`config.mk`:
```
export PLATFORM = sky130hd
export DESIGN_NAME = cpu_hold_seq
export DESIGN_NICKNAME = d
export VERILOG_FILES = /design/src/rtl/cpu_hold_seq_pkg.sv /design/src/rtl/seq_phase_ctr.sv /design/src/rtl/seq_req_sampler.sv /design/src/rtl/seq_irq_gate.sv /design/src/rtl/cpu_hold_seq.sv
export SDC_FILE = /design/constraint.sdc
export NUM_CORES = 1
export LEC_CHECK = 0
export ABC_AREA = 1
export ABC_CLOCK_PERIOD_IN_PS = 1900
export BUFFER_PORTS_ARGS = -buffer_cell sky130_fd_sc_hd__clkbuf_2
export CORE_ASPECT_RATIO = 0.75
export CORE_MARGIN = 1
export CORE_UTILIZATION = 55
export DETAILED_ROUTE_END_ITERATION = 16
export PLACE_DENSITY_LB_ADDON = 0.12
export RECOVER_POWER = 50
export SETUP_SLACK_MARGIN = 0.2
export SYNTH_ARGS = -nofsm -noshare
export SYNTH_HDL_FRONTEND = slang
export SYNTH_SLANG_ARGS = --single-unit
```
`constraint.sdc`:
```
create_clock -name clk -period 1.9 [get_ports clk]
set_input_delay 0.38 -clock clk [delete_from_list [all_inputs] [get_ports clk]]
set_output_delay 0.38 -clock clk [all_outputs]
set_load 0.1 [all_outputs]
```
`src/rtl/cpu_hold_seq_pkg.sv`:
```
package cpu_hold_seq_pkg;
    typedef enum logic [2:0] {
        PH_A1 = 3'd0, PH_A2 = 3'd1, PH_A3 = 3'd2, PH_M1 = 3'd3,
        PH_M2 = 3'd4, PH_X1 = 3'd5, PH_X2 = 3'd6, PH_X3 = 3'd7
    } phase_e;

    typedef enum logic [2:0] {
        MD_RUN  = 3'd0,
        MD_STOP = 3'd1,
        MD_HALT = 3'd2,
        MD_JMS1 = 3'd3,
        MD_JMS2 = 3'd4
    } mode_e;
endpackage

```
`src/rtl/seq_phase_ctr.sv`:
```
module seq_phase_ctr
    import cpu_hold_seq_pkg::*;
(
    input  logic   clk,
    input  logic   rst_n,
    input  logic   step,
    output phase_e phase,
    output logic   a1_ent,
    output logic   m2_ent,
    output logic   x3_ent
);
    always_ff @(posedge clk or negedge rst_n) begin
        if (!rst_n)
            phase <= PH_A1;
        else if (step)
            phase <= phase_e'(phase + 3'd1);
    end

    assign a1_ent = step && (phase == PH_X3);
    assign m2_ent = step && (phase == PH_M1);
    assign x3_ent = step && (phase == PH_X2);

    // no phase movement without a strobe
    a_r2_hold_without_step: assert property (@(posedge clk) disable iff (!rst_n)
        ($past(rst_n) && !$past(step)) |-> $stable(phase));
endmodule

```
`src/rtl/seq_req_sampler.sv`:
```
module seq_req_sampler #(
    parameter int STAGES = 2
) (
    input  logic clk,
    input  logic rst_n,
    input  logic async_i,
    input  logic capture,
    output logic lat_o
);
    logic [STAGES-1:0] sync_q;

    genvar g;
    generate
        for (g = 0; g < STAGES; g++) begin : g_sync
            always_ff @(posedge clk or negedge rst_n) begin
                if (!rst_n)
                    sync_q[g] <= 1'b0;
                else if (g == 0)
                    sync_q[g] <= async_i;
                else
                    sync_q[g] <= sync_q[(g == 0) ? 0 : g-1];
            end
        end
    endgenerate

    always_ff @(posedge clk or negedge rst_n) begin
        if (!rst_n)
            lat_o <= 1'b0;
        else if (capture)
            lat_o <= sync_q[STAGES-1];
    end

    // the latch only moves on the M2 capture strobe
    a_r3_latch_at_m2: assert property (@(posedge clk) disable iff (!rst_n)
        ($past(rst_n) && !$past(capture)) |-> $stable(lat_o));
endmodule

```
`src/rtl/seq_irq_gate.sv`:
```
module seq_irq_gate #(
    parameter int HOLD_CYCLES = 3
) (
    input  logic clk,
    input  logic rst_n,
    input  logic a1_ent,
    input  logic x3_ent,
    input  logic ein,
    input  logic din,
    input  logic bank_sw,
    input  logic bbs,
    input  logic set_ack,
    output logic ie_o,
    output logic ack_o,
    output logic blocked_o
);
    localparam int CW = $clog2(HOLD_CYCLES + 1);
    localparam logic [CW-1:0] HOLD_LD = CW'(HOLD_CYCLES);

    logic [CW-1:0] hold_cnt;

    always_ff @(posedge clk or negedge rst_n) begin
        if (!rst_n) begin
            ie_o     <= 1'b0;
            ack_o    <= 1'b0;
            hold_cnt <= '0;
        end else begin
            if (x3_ent && ein)
                ie_o <= 1'b1;
            else if (x3_ent && din)
                ie_o <= 1'b0;

            if (set_ack)
                ack_o <= 1'b1;
            else if (x3_ent && bbs)
                ack_o <= 1'b0;

            if (x3_ent && bank_sw)
                hold_cnt <= HOLD_LD;
            else if (a1_ent && hold_cnt != '0)
                hold_cnt <= hold_cnt - 1'b1;
        end
    end

    assign blocked_o = (hold_cnt != '0);

    // acknowledge only clears through a return strobe at X3
    a_r8_ack_clear_path: assert property (@(posedge clk) disable iff (!rst_n)
        $fell(ack_o) |-> $past(x3_ent && bbs));
endmodule

```
`src/rtl/cpu_hold_seq.sv`:
```
module cpu_hold_seq
    import cpu_hold_seq_pkg::*;
#(
    parameter int SYNC_STAGES = 2,
    parameter int BANK_HOLD   = 3
) (
    input  logic       clk,
    input  logic       rst_n,
    input  logic       ph_step,
    input  logic       two_cycle_i,
    input  logic       stop_req_i,
    input  logic       int_req_i,
    input  logic       hlt_i,
    input  logic       bbs_i,
    input  logic       ein_i,
    input  logic       din_i,
    input  logic       db0_i,
    input  logic       db1_i,
    output logic [2:0] phase_o,
    output logic       stop_ack_o,
    output logic       int_ack_o,
    output logic       force_nop_o,
    output logic       force_jms_o,
    output logic       inh_inc_o,
    output logic       inh_din_o
);
    phase_e phase;
    logic   a1_ent, m2_ent, x3_ent;
    logic   stop_lat, int_lat;
    logic   ie, blocked;
    mode_e  mode, mode_n;
    logic   second_half, second_half_n;
    logic   exec_ok, int_ok, set_ack;

    seq_phase_ctr u_phase (
        .clk(clk), .rst_n(rst_n), .step(ph_step), .phase(phase),
        .a1_ent(a1_ent), .m2_ent(m2_ent), .x3_ent(x3_ent)
    );

    seq_req_sampler #(.STAGES(SYNC_STAGES)) u_stop_smp (
        .clk(clk), .rst_n(rst_n), .async_i(stop_req_i),
        .capture(m2_ent), .lat_o(stop_lat)
    );

    seq_req_sampler #(.STAGES(SYNC_STAGES)) u_int_smp (
        .clk(clk), .rst_n(rst_n), .async_i(int_req_i),
        .capture(m2_ent), .lat_o(int_lat)
    );

    assign exec_ok = (mode == MD_RUN);
    assign set_ack = x3_ent && (mode == MD_JMS1);

    seq_irq_gate #(.HOLD_CYCLES(BANK_HOLD)) u_gate (
        .clk(clk), .rst_n(rst_n), .a1_ent(a1_ent), .x3_ent(x3_ent),
        .ein(ein_i && exec_ok), .din(din_i && exec_ok),
        .bank_sw((db0_i || db1_i) && exec_ok), .bbs(bbs_i && exec_ok),
        .set_ack(set_ack), .ie_o(ie), .ack_o(int_ack_o), .blocked_o(blocked)
    );

    assign int_ok        = int_lat && ie && !int_ack_o && !blocked;
    assign second_half_n = exec_ok && !second_half && two_cycle_i;

    // next-state logic
    always_comb begin
        mode_n = mode;
        unique case (mode)
            MD_RUN: begin
                if (a1_ent && !second_half_n) begin
                    if (stop_lat)    mode_n = MD_STOP;
                    else if (int_ok) mode_n = MD_JMS1;
                end else if (x3_ent && hlt_i) begin
                    mode_n = MD_HALT;
                end
            end
            MD_STOP: begin
                if (x3_ent && !stop_lat) mode_n = MD_RUN;
            end
            MD_HALT: begin
                if (a1_ent) begin
                    if (stop_lat)    mode_n = MD_STOP;
                    else if (int_ok) mode_n = MD_JMS1;
                end
            end
            MD_JMS1: begin
                if (a1_ent) mode_n = MD_JMS2;
            end
            MD_JMS2: begin
                if (a1_ent) mode_n = MD_RUN;
            end
            default: mode_n = MD_RUN;
        endcase
    end

    // state register
    always_ff @(posedge clk or negedge rst_n) begin
        if (!rst_n) begin
            mode        <= MD_RUN;
            second_half <= 1'b0;
        end else begin
            mode <= mode_n;
            if (a1_ent)
                second_half <= second_half_n;
        end
    end

    // outputs
    always_comb begin
        force_nop_o = 1'b0;
        force_jms_o = 1'b0;
        unique case (mode)
            MD_STOP, MD_HALT: force_nop_o = 1'b1;
            MD_JMS1, MD_JMS2: force_jms_o = 1'b1;
            default: ;
        endcase
        stop_ack_o = force_nop_o;
        inh_inc_o  = force_nop_o || force_jms_o;
        inh_din_o  = inh_inc_o && (phase == PH_M1 || phase == PH_M2);
        phase_o    = phase;
    end

    // acknowledge rises only at X3
    a_r7_ack_rise_x3: assert property (@(posedge clk) disable iff (!rst_n)
        $rose(int_ack_o) |-> (phase == PH_X3));
    // no new entry while acknowledge held
    a_r8_no_reentry: assert property (@(posedge clk) disable iff (!rst_n)
        $rose(force_jms_o) |-> !$past(int_ack_o));
    // stop loop and interrupt entry never overlap
    a_r4_exclusive: assert property (@(posedge clk) disable iff (!rst_n)
        !(force_nop_o && force_jms_o));
    // stop acknowledge rises only at A1 (request) or X3 (halt)
    a_r3_stop_rise: assert property (@(posedge clk) disable iff (!rst_n)
        $rose(stop_ack_o) |-> (phase == PH_A1 || phase == PH_X3));
    // input blocking confined to M1 and M2
    a_r4_din_window: assert property (@(posedge clk) disable iff (!rst_n)
        inh_din_o |-> (phase == PH_M1 || phase == PH_M2));
endmodule

```
==> flow_summary.json, run 1 <==
{
  "critical_path_class": "reg2out",
  "core_sq_um": 1550,
  "drt-wirelength-per-cell_microns": 22.5,
  "drc": 0,
  "grt-ovfl-total": 0,
  "muxShareOfSynthArea_pct": 1.18,
  "gp_congestion": 0.894,
  "final-max-slew-violation-count": 0,
  "synth_edf_count": 0,
  "top_layer": "met4",
  "synth_top_family_by_area": "simple AND/OR/NAND/NOR gates",
  "diodes": 0,
  "cp_max_fo": 3,
  "dr_wl_met2_microns": 1660,
  "cap_violations": 0,
  "synth_area_sq_um": 957,
  "antenna_found_initial": 0,
  "synth_area_leaders": "dfrtp_1, nand2_1, ha_1",
  "ys_warn_count": 0,
  "skew_ps": 7.54,
  "drt-pass1-iter-count": 5,
  "area_growth_pct": 54.8,
  "grt_first_pass_wirelength_microns": 4280,
  "place_area_sq_um": 1210,
  "finalNonFillerCells": 179,
  "grt_pass1_vias": 898,
  "synth_fa_ha_area_share_pct": 7.84,
  "final_hold_viol_count": 0,
  "synthSimpleGateAreaFrac_pct": 27.6,
  "report.final.setup_viol": 2,
  "wl_met1_microns": 1370,
  "multi_input_area_sq_um": 578,
  "clock_latency_ps": 310,
  "timing.final.crit_period_ps": 2130,
  "hpwl_microns": 1630,
  "design_area_sq_um": 1480,
  "syn_nets": 137,
  "drt_iter0_markers": 140,
  "seq_area_frac_synth_pct": 44.4,
  "relSlewSlack_pct": 36.0,
  "cts_tree": "yes",
  "cts_inserted_buffers": 3,
  "worstMarginPinSlew_ps": 960,
  "rsz0062_at_grt": "true",
  "io_buffers": 20,
  "grt_max_degree": 18,
  "routed_via_density": 6.60,
  "synth-compound-area-share_pct": 9.02,
  "vias": 1181,
  "synth_commonest_cells": "nand2_1, dfrtp_1, inv_1",
  "cp-start-kind": "flop",
  "setup_slack_ps": -228,
  "synthXorXnorAreaFrac_pct": 0.915,
  "drive_gt1_share_pct": 50.0,
  "die_area_sq_um": 1910,
  "dp_slack_ps": 153,
  "wirelength_microns": 4030,
  "fillCellCount": 33,
  "clock-sinks": 17,
  "htree_levels": 1,
  "crit_required_ps": 1520,
  "clock_path_buffers": 2,
  "period_share_pct": 112,
  "holdWs_ps": 175,
  "synth_most_common_cell": "nand2_1",
  "synth_top_area_cell": "dfrtp_1",
  "dr_wl_met3_microns": 652,
  "synth_area_per_cell_sq_um": 8.04,
  "clkTransAtPathRegs_ps": 110,
  "grt.total_usage_pct": 32.7,
  "synthCells": 119,
  "cp-end-kind": "primary output",
  "initial_core_util_pct": 61.9,
  "min_path_type": "in2reg",
  "regArea_sq_um": 439,
  "place_inst": 159,
  "ctsHoldBuffers": 0,
  "synth_ff_type": "dfrtp_1",
  "violations": "negative setup slack",
  "ys_types": 23,
  "arrival_ps": 1750,
  "finalNetCount": 177,
  "num_rows": 12,
  "synth-seq-cells": 17,
  "ios": 21,
  "dieHeight_microns": 38.1,
  "synth-async-reset-ratio_pct": 100,
  "die_w_microns": 50.2,
  "synth_top_area_share_pct": 44.4,
  "status": "finished, violations left",
  "ant_nets": 0,
  "max_freq_mhz": 470,
  "root_buffer": "clkbuf_4"
}
[worst max-delay path: stages, from the launching register on]
cell        delay (ps)
dfrtp_4            480
inv_4               50
ha_4               150
or2_4              230
o211ai_1           160
clkinvlp_4         180
buf_12             180
[layer usage]
layer | up-vias | GRT usage, %
li1 | 450 | -
met1 | 532 | 41.3
met2 | 149 | 57.3
met3 | 50 | 4.76
met4 | 0 | 12.9
met5 | - | 0
[stage by stage]
stage | utilization (%) | setup TNS, ps
after floorplan | - | -144
after global placement | 78.4 | 0
after detailed placement | 78.4 | 0
after CTS | 90.0 | -155
after global routing | 95.8 | -380
final | 95.8 | -283
[cell families (layout without fill, tap and decap cells)]
group,count (synthesis),after routing
flops,17,17
xor+xnor,1,1
compound gates,14,14
simple gates,58,58
buf+inv,22,61
mux,1,1
fa+ha+maj,6,6
[layout make-up]
cell class	count	share of cell area [%]
clock inverters	1	0.507
flip-flops and latches	17	29.6
inverters	21	6.08
well taps	21	1.77
clock buffers	3	1.52
repair buffers	36	21.5
multi-input cells	80	39.0
[worst paths after layout]
path / cells past startpoint / to / from / slack [ps]
worst max-delay path: 6 / inh_din_o / u_phase.phase[0]$_DFFE_PN0P_ / -230
worst min-delay path: 1 / u_stop_smp.sync_q[0]$_DFF_PN0_ / stop_req_i / 180
worst max register to register: 7 / u_gate.ie_o$_DFFE_PN0P_ / mode[1]$_DFFE_PN0P_ / 120
worst min register to register: 0 / u_stop_smp.sync_q[1]$_DFF_PN0_ / u_stop_smp.sync_q[0]$_DFF_PN0_ / 360
max in group asynchronous: 1 / u_phase.phase[1]$_DFFE_PN0P_ / rst_n / 1020
min in group asynchronous: 1 / u_phase.phase[2]$_DFFE_PN0P_ / rst_n / 190
[cell usage in the layout, fill, tap and decap left out, drive strengths merged]
master,netlist,final
a21oi,3,3
buf,1,21
clkbuf,0,18
clkinv,1,1
clkinvlp,0,2
dfrtp,17,17
ha,6,6
inv,20,19
mux2,1,1
nand2,38,38
nand3,6,6
nand4,2,2
nor2,10,10
nor3,1,1
o211ai,3,3
o21ai,8,8
or2,1,1
xor2,1,1
[flip-flops by register name, indices dropped and copies added, names as in the netlist]
signal and cells:
mode 3, u_phase.phase 3, u_gate.hold_cnt 2, u_int_smp.sync_q 2, u_stop_smp.sync_q 2, second_half 1, u_gate.ack_o 1, u_gate.ie_o 1
u_int_smp.lat_o 1, u_stop_smp.lat_o 1
[what timing repair did]
| item | 4_1_cts | 5_1_grt |
|---|---|---|
| setup endpoints to repair | 5 | 8 |
| pin swaps | 6 | 9 |
| setup buffers | 10 | 6 |
| gates resized for setup | 19 | 11 |
Power of run 1 is left out: the tool's default activity adds up to more than one toggle a clock period on the data nets, which glitch-free logic cannot reach.
==> run 2, diff against run 1 <==
ABC_AREA = 0   (was 1)
CORE_ASPECT_RATIO = unset   (was 0.75)
==> run 2 against run 1 <==
  * The run still ends with negative setup slack left
  * Fmax grew 9.3%
  * Critical path depth fell by 2
  * Worst hold slack improved by 9.0 ps
  * Via count down 33%
  * Synthesized cell count decreased by 24%
  * First-iteration DRC count is 84% lower
  * Worst setup slack better by 180 ps
  * Count of clock-buffer cells in the layout unchanged
  * Sequential cell count unchanged
  * Clock skew fell by 2.9 ps
  * Core utilization down 8.5 points
==> flow_summary.json, run 2 <==
{
  "setup_tns_ps": -46.7,
  "synth_top_area_cell": "dfrtp_1",
  "dieHeight_microns": 43.3,
  "worstMarginPinSlew_ps": 910,
  "hpwl_microns": 1370,
  "synth-async-reset-ratio_pct": 100,
  "wirelength_microns": 2070,
  "htree_levels": 1,
  "seq_area_frac_synth_pct": 45.4,
  "area_growth_pct": 43.5,
  "rrSetupSlack_ps": 230,
  "status": "finished, violations left",
  "grt_use_met1_pct": 30.0,
  "antenna_found_initial": 0,
  "top_regs": "mode x3, u_phase.phase x3",
  "rsz0062_at_grt": "true",
  "ys_warn_count": 0,
  "final_hold_viol_count": 0,
  "drive_gt1_share_pct": 46.7,
  "vias": 786,
  "root_buffer": "clkbuf_4",
  "grt_max_degree": 18,
  "synth_top_area_share_pct": 45.4,
  "synth-seq-cells": 17,
  "drt-pass1-iter-count": 4,
  "grt_first_pass_wirelength_microns": 3360,
  "gp_congestion": 0.771,
  "clock_path_buffers": 2,
  "finalNonFillerCells": 136,
  "core_sq_um": 1540,
  "cp-start-kind": "flop",
  "timing.final.crit_period_ps": 1950,
  "grt.met3_usage_pct": 5.11,
  "num_rows": 14,
  "ys_types": 36,
  "place_inst": 124,
  "cp_max_fo": 2,
  "drc": 0,
  "io_buffers": 20,
  "grt-ovfl-total": 0,
  "die_area_sq_um": 1870,
  "synth_area_leaders": "dfrtp_1, ha_1, o21ai_0",
  "cp-end-kind": "primary output",
  "met2_usage_pct": 40.9,
  "skew_ps": 4.61,
  "drt-wirelength-per-cell_microns": 15.2,
  "synth_ff_type": "dfrtp_1",
  "synth_area_per_cell_sq_um": 10.4,
  "clkTransAtPathRegs_ps": 100,
  "violations": "negative setup slack",
  "synthCells": 90,
  "ios": 21,
  "critical_path_class": "reg2out",
  "clock-sinks": 17,
  "synth_commonest_cells": "dfrtp_1, o21ai_0, inv_1, nand2_1, nor2_1",
  "holdWs_ps": 184,
  "synth_edf_count": 0,
  "busiest_layer": "met2",
  "synth_area_sq_um": 937,
  "routed_via_density": 5.78,
  "syn_nets": 108,
  "setup_slack_ps": -46.7,
  "report.final.setup_viol": 1,
  "mostFrequentLayoutCells": "dfrtp_1, clkbuf_2, o21ai_0, buf_4",
  "final_common_cell": "dfrtp_1",
  "cts_inserted_buffers": 3,
  "diodes": 0,
  "dp_slack_ps": 186,
  "cap_violations": 0,
  "clock_latency_ps": 300,
  "initial_core_util_pct": 60.8,
  "cts_tree": "yes",
  "max_freq_mhz": 514,
  "ant_nets": 0,
  "finalNetCount": 139,
  "grt_pass1_vias": 779,
  "relSlewSlack_pct": 39.3,
  "min_path_type": "in2reg",
  "grt.total_usage_pct": 24.4,
  "final-max-slew-violation-count": 0,
  "drt_iter0_markers": 23,
  "period_share_pct": 102,
  "arrival_ps": 1570,
  "synth_most_common_cell": "dfrtp_1",
  "die_w_microns": 43.3,
  "crit_required_ps": 1520
}
## run 2: changes by cell type in the layout (fill, tap and decap cells not counted), moves of 3 or more
cell	change
inv_1	-5
buf_6	-3
buf_4	-4
inv_2	-5
o21ai_0	+3
nand2_2	-4
nand2_1	-23
## run 2: metrics by stage
| step | utilization (%) | instance area (sq um) |
|---|---|---|
| 2_1_floorplan | - | 1040 |
| 3_3_place_gp | 77.8 | 1200 |
| 3_5_place_dp | 77.8 | 1200 |
| 4_1_cts | 84.6 | 1300 |
| 5_1_grt | 87.3 | 1350 |
| 6_report | 87.3 | 1350 |
## run 2: cell families after synthesis
group,Yosys count,synth area share (%)
buffers and inverters,12,6.94
flip-flops,17,45.4
XOR/XNOR,3,2.80
multiplexers,5,5.74
adder cells (fa/ha/maj),6,8.01
AO/OA/AOI/OAI,21,15.0
AND/OR/NAND/NOR,26,16.2
## run 2: final timing paths
kind	from	endpoint	cells after the start
hold / removal	stop_req_i	u_stop_smp.sync_q[0]$_DFF_PN0_	1
setup / recovery	mode[2]$_DFFE_PN0P_	inh_din_o	4
max in group asynchronous	rst_n	u_phase.phase[0]$_DFFE_PN0P_	2
min in group asynchronous	rst_n	second_half$_DFFE_PN0P_	2
hold reg to reg	u_stop_smp.sync_q[0]$_DFF_PN0_	u_stop_smp.sync_q[1]$_DFF_PN0_	0
setup reg to reg	u_phase.phase[0]$_DFFE_PN0P_	mode[0]$_DFFE_PN0P_	6
## run 2: final cells by class
class / instances / area [sq um]
Multi-Input combinational cell: 61 / 567
Sequential cell: 17 / 434
Timing Repair Buffer: 31 / 268
Fill cell: 70 / 196
Inverter: 7 / 28.8
Clock buffer: 3 / 22.5
Tap cell: 16 / 20.0
Clock inverter: 1 / 5.00
## run 2: critical path: stages, from the launching register on
cell     delay (ps)
dfrtp_1         410
or3_4           390
and2_4          180
nor2b_4         130
buf_12          170
## run 2: repair_timing
item,CTS,global route
cloned,0,0
gates resized for setup,5,8
endpoints found under the hold margin,2,0
setup endpoints to repair,6,7
setup buffers,5,2
pin swaps,4,2
hold buffers,1,0
## run 2: metal layers
layer,part of all wire [%],up-vias
met5,0,-
met2,52,20
met1,43,392
met4,1.7,0
li1,-,369
met3,3.3,5
Power of run 2 is left out for the same reason.
==> run 3, diff against run 2 <==
CORE_ASPECT_RATIO = 0.75   (was unset)
CORE_UTILIZATION = 50   (was 55)
==> run 3 against run 2 <==
  * Sequential cell count is the same
  * Critical path type unchanged
  * Non-clock buffer count grew 2
  * Via count grew 1.9%
  * Core utilization shrank 9.3 points
  * Worst setup slack lost 2.0 ps
  * Sequential share of layout area shrank 0.30 points
  * Clock skew grew 1.3 ps
  * Cell count grew 5.9%
  * The flow still finishes with violations (negative setup slack)
  * Global-route usage grew 2.6 points
  * First-iteration DRC count shrank 22%
  * Critical path depth is the same
==> flow_summary.json, run 3 (same netlist as run 2, synthesis figures left out) <==
{
  "status": "finished, violations left",
  "violations": "negative setup slack",
  "finalNonFillerCells": 144,
  "skew_ps": 5.93,
  "r2r_cells": 6,
  "reg2reg_to": "mode[0]$_DFFE_PN0P_",
  "clkTransAtPathRegs_ps": 110,
  "die_area_sq_um": 2050,
  "routed_via_density": 5.56,
  "finalNetCount": 141,
  "wirelength_microns": 2360,
  "period_share_pct": 103,
  "antenna_found_initial": 0,
  "cp-end-kind": "primary output",
  "mostFrequentLayoutCells": "dfrtp_1, clkbuf_2, buf_4",
  "drt-wirelength-per-cell_microns": 16.4,
  "grt-ovfl-total": 0,
  "clock-sinks": 17,
  "place_area_sq_um": 1210,
  "top_regs": "mode x3, u_phase.phase x3",
  "rsz0062_at_grt": "true",
  "busiest_layer": "met2",
  "max_freq_mhz": 513,
  "vias": 801,
  "drc": 0,
  "clock_path_buffers": 2,
  "worstMarginPinSlew_ps": 920,
  "report.final.setup_viol": 2,
  "dieHeight_microns": 39.5,
  "diodes": 0,
  "grt_use_met1_pct": 32.3,
  "cap_violations": 0,
  "io_buffers": 20,
  "core_sq_um": 1740,
  "setup_slack_ps": -48.7,
  "grt_first_pass_wirelength_microns": 3620,
  "min_path_type": "in2reg",
  "final-max-slew-violation-count": 0,
  "timing.final.crit_period_ps": 1950,
  "grt_pass1_vias": 777,
  "post-route-util_pct": 78.0,
  "final_common_cell": "dfrtp_1",
  "cp-startpoint": "mode[0]$_DFFE_PN0P_",
  "hpwl_microns": 1530,
  "grt.total_usage_pct": 27.0,
  "cts_tree": "yes",
  "ant_nets": 0,
  "design_area_sq_um": 1360,
  "arrival_ps": 1570,
  "rrSetupSlack_ps": 170,
  "ios": 21,
  "cts_inserted_buffers": 3,
  "critical_path_class": "reg2out",
  "grt.met3_usage_pct": 8.91,
  "htree_levels": 1,
  "die_w_microns": 52.0,
  "crit_required_ps": 1520,
  "drive_gt1_share_pct": 46.7,
  "clock_latency_ps": 300,
  "area_growth_pct": 44.9,
  "root_buffer": "clkbuf_4",
  "final_hold_viol_count": 0,
  "met2_usage_pct": 44.9,
  "drt_iter0_markers": 18,
  "cp_max_fo": 2,
  "relSlewSlack_pct": 38.7,
  "gp_congestion": 0.827,
  "cp-start-kind": "flop",
  "initial_core_util_pct": 53.8,
  "drt-pass1-iter-count": 4,
  "num_rows": 13,
  "grt_max_degree": 18,
  "place_inst": 130,
  "rr_startpoint": "u_phase.phase[0]$_DFFE_PN0P_",
  "crit_end": "inh_din_o"
}
[run 3: changes by cell type in the layout (fill, tap and decap cells not counted), sizes merged]
cell	change
buf	+3
clkbuf	-1
clkinv	-1
clkinvlp	+1
[run 3: critical path, cell delays in order (launching register included)]
cell and delay, ps:
dfrtp_1 420, or3_4 380, and2_4 170, nor2b_4 130, buf_12 170
[run 3: what timing repair did]
item | 4_1_cts | 5_1_grt
hold buffers | 1 | 0
pin swaps | 5 | 3
resized for setup | 6 | 6
setup buffers | 8 | 1
endpoints found under the hold margin | 11 | 0
setup endpoints to repair | 6 | 6
[run 3: area by class of cell]
type,count,area (sq um)
Multi-Input combinational cell,61,547
Sequential cell,17,434
Fill cell,119,383
Timing Repair Buffer,33,290
Inverter,7,28.8
Tap cell,22,27.5
Clock buffer,3,22.5
Clock inverter,1,7.51
[run 3: routing by layer]
metal  vias to the layer above  part of all wire [%]
met1                       380                    41
met2                        42                    49
met5                         -                     0
met3                         8                   7.4
li1                        371                     -
met4                         0                   2.5
[run 3: metrics by stage]
| stage | hold WS (ps) | setup WS [ps] | TNS [ps] |
|---|---|---|---|
| after floorplan | 84.4 | -37.9 | -37.9 |
| after global placement | 334 | 236 | 0 |
| after CTS | 166 | -23.9 | -23.9 |
| final | 176 | -48.7 | -80.8 |
| after global routing | 148 | -94.9 | -170 |
| after detailed placement | 335 | 180 | 0 |
[run 3: worst min path at each step]
stage                                   startpoint                        endpoint  slack, ps  depth (start not counted)
floorplan                                    rst_n             mode[0]$_DFFE_PN0P_         80                          0
global placement    u_stop_smp.sync_q[0]$_DFF_PN0_  u_stop_smp.sync_q[1]$_DFF_PN0_        330                          0
detailed placement                           rst_n   u_int_smp.sync_q[0]$_DFF_PN0_        330                          1
CTS                                      int_req_i   u_int_smp.sync_q[0]$_DFF_PN0_        170                          1
global route                             int_req_i   u_int_smp.sync_q[0]$_DFF_PN0_        150                          1
finish                                  stop_req_i  u_stop_smp.sync_q[0]$_DFF_PN0_        180                          1
Power of run 3 is left out for the same reason.
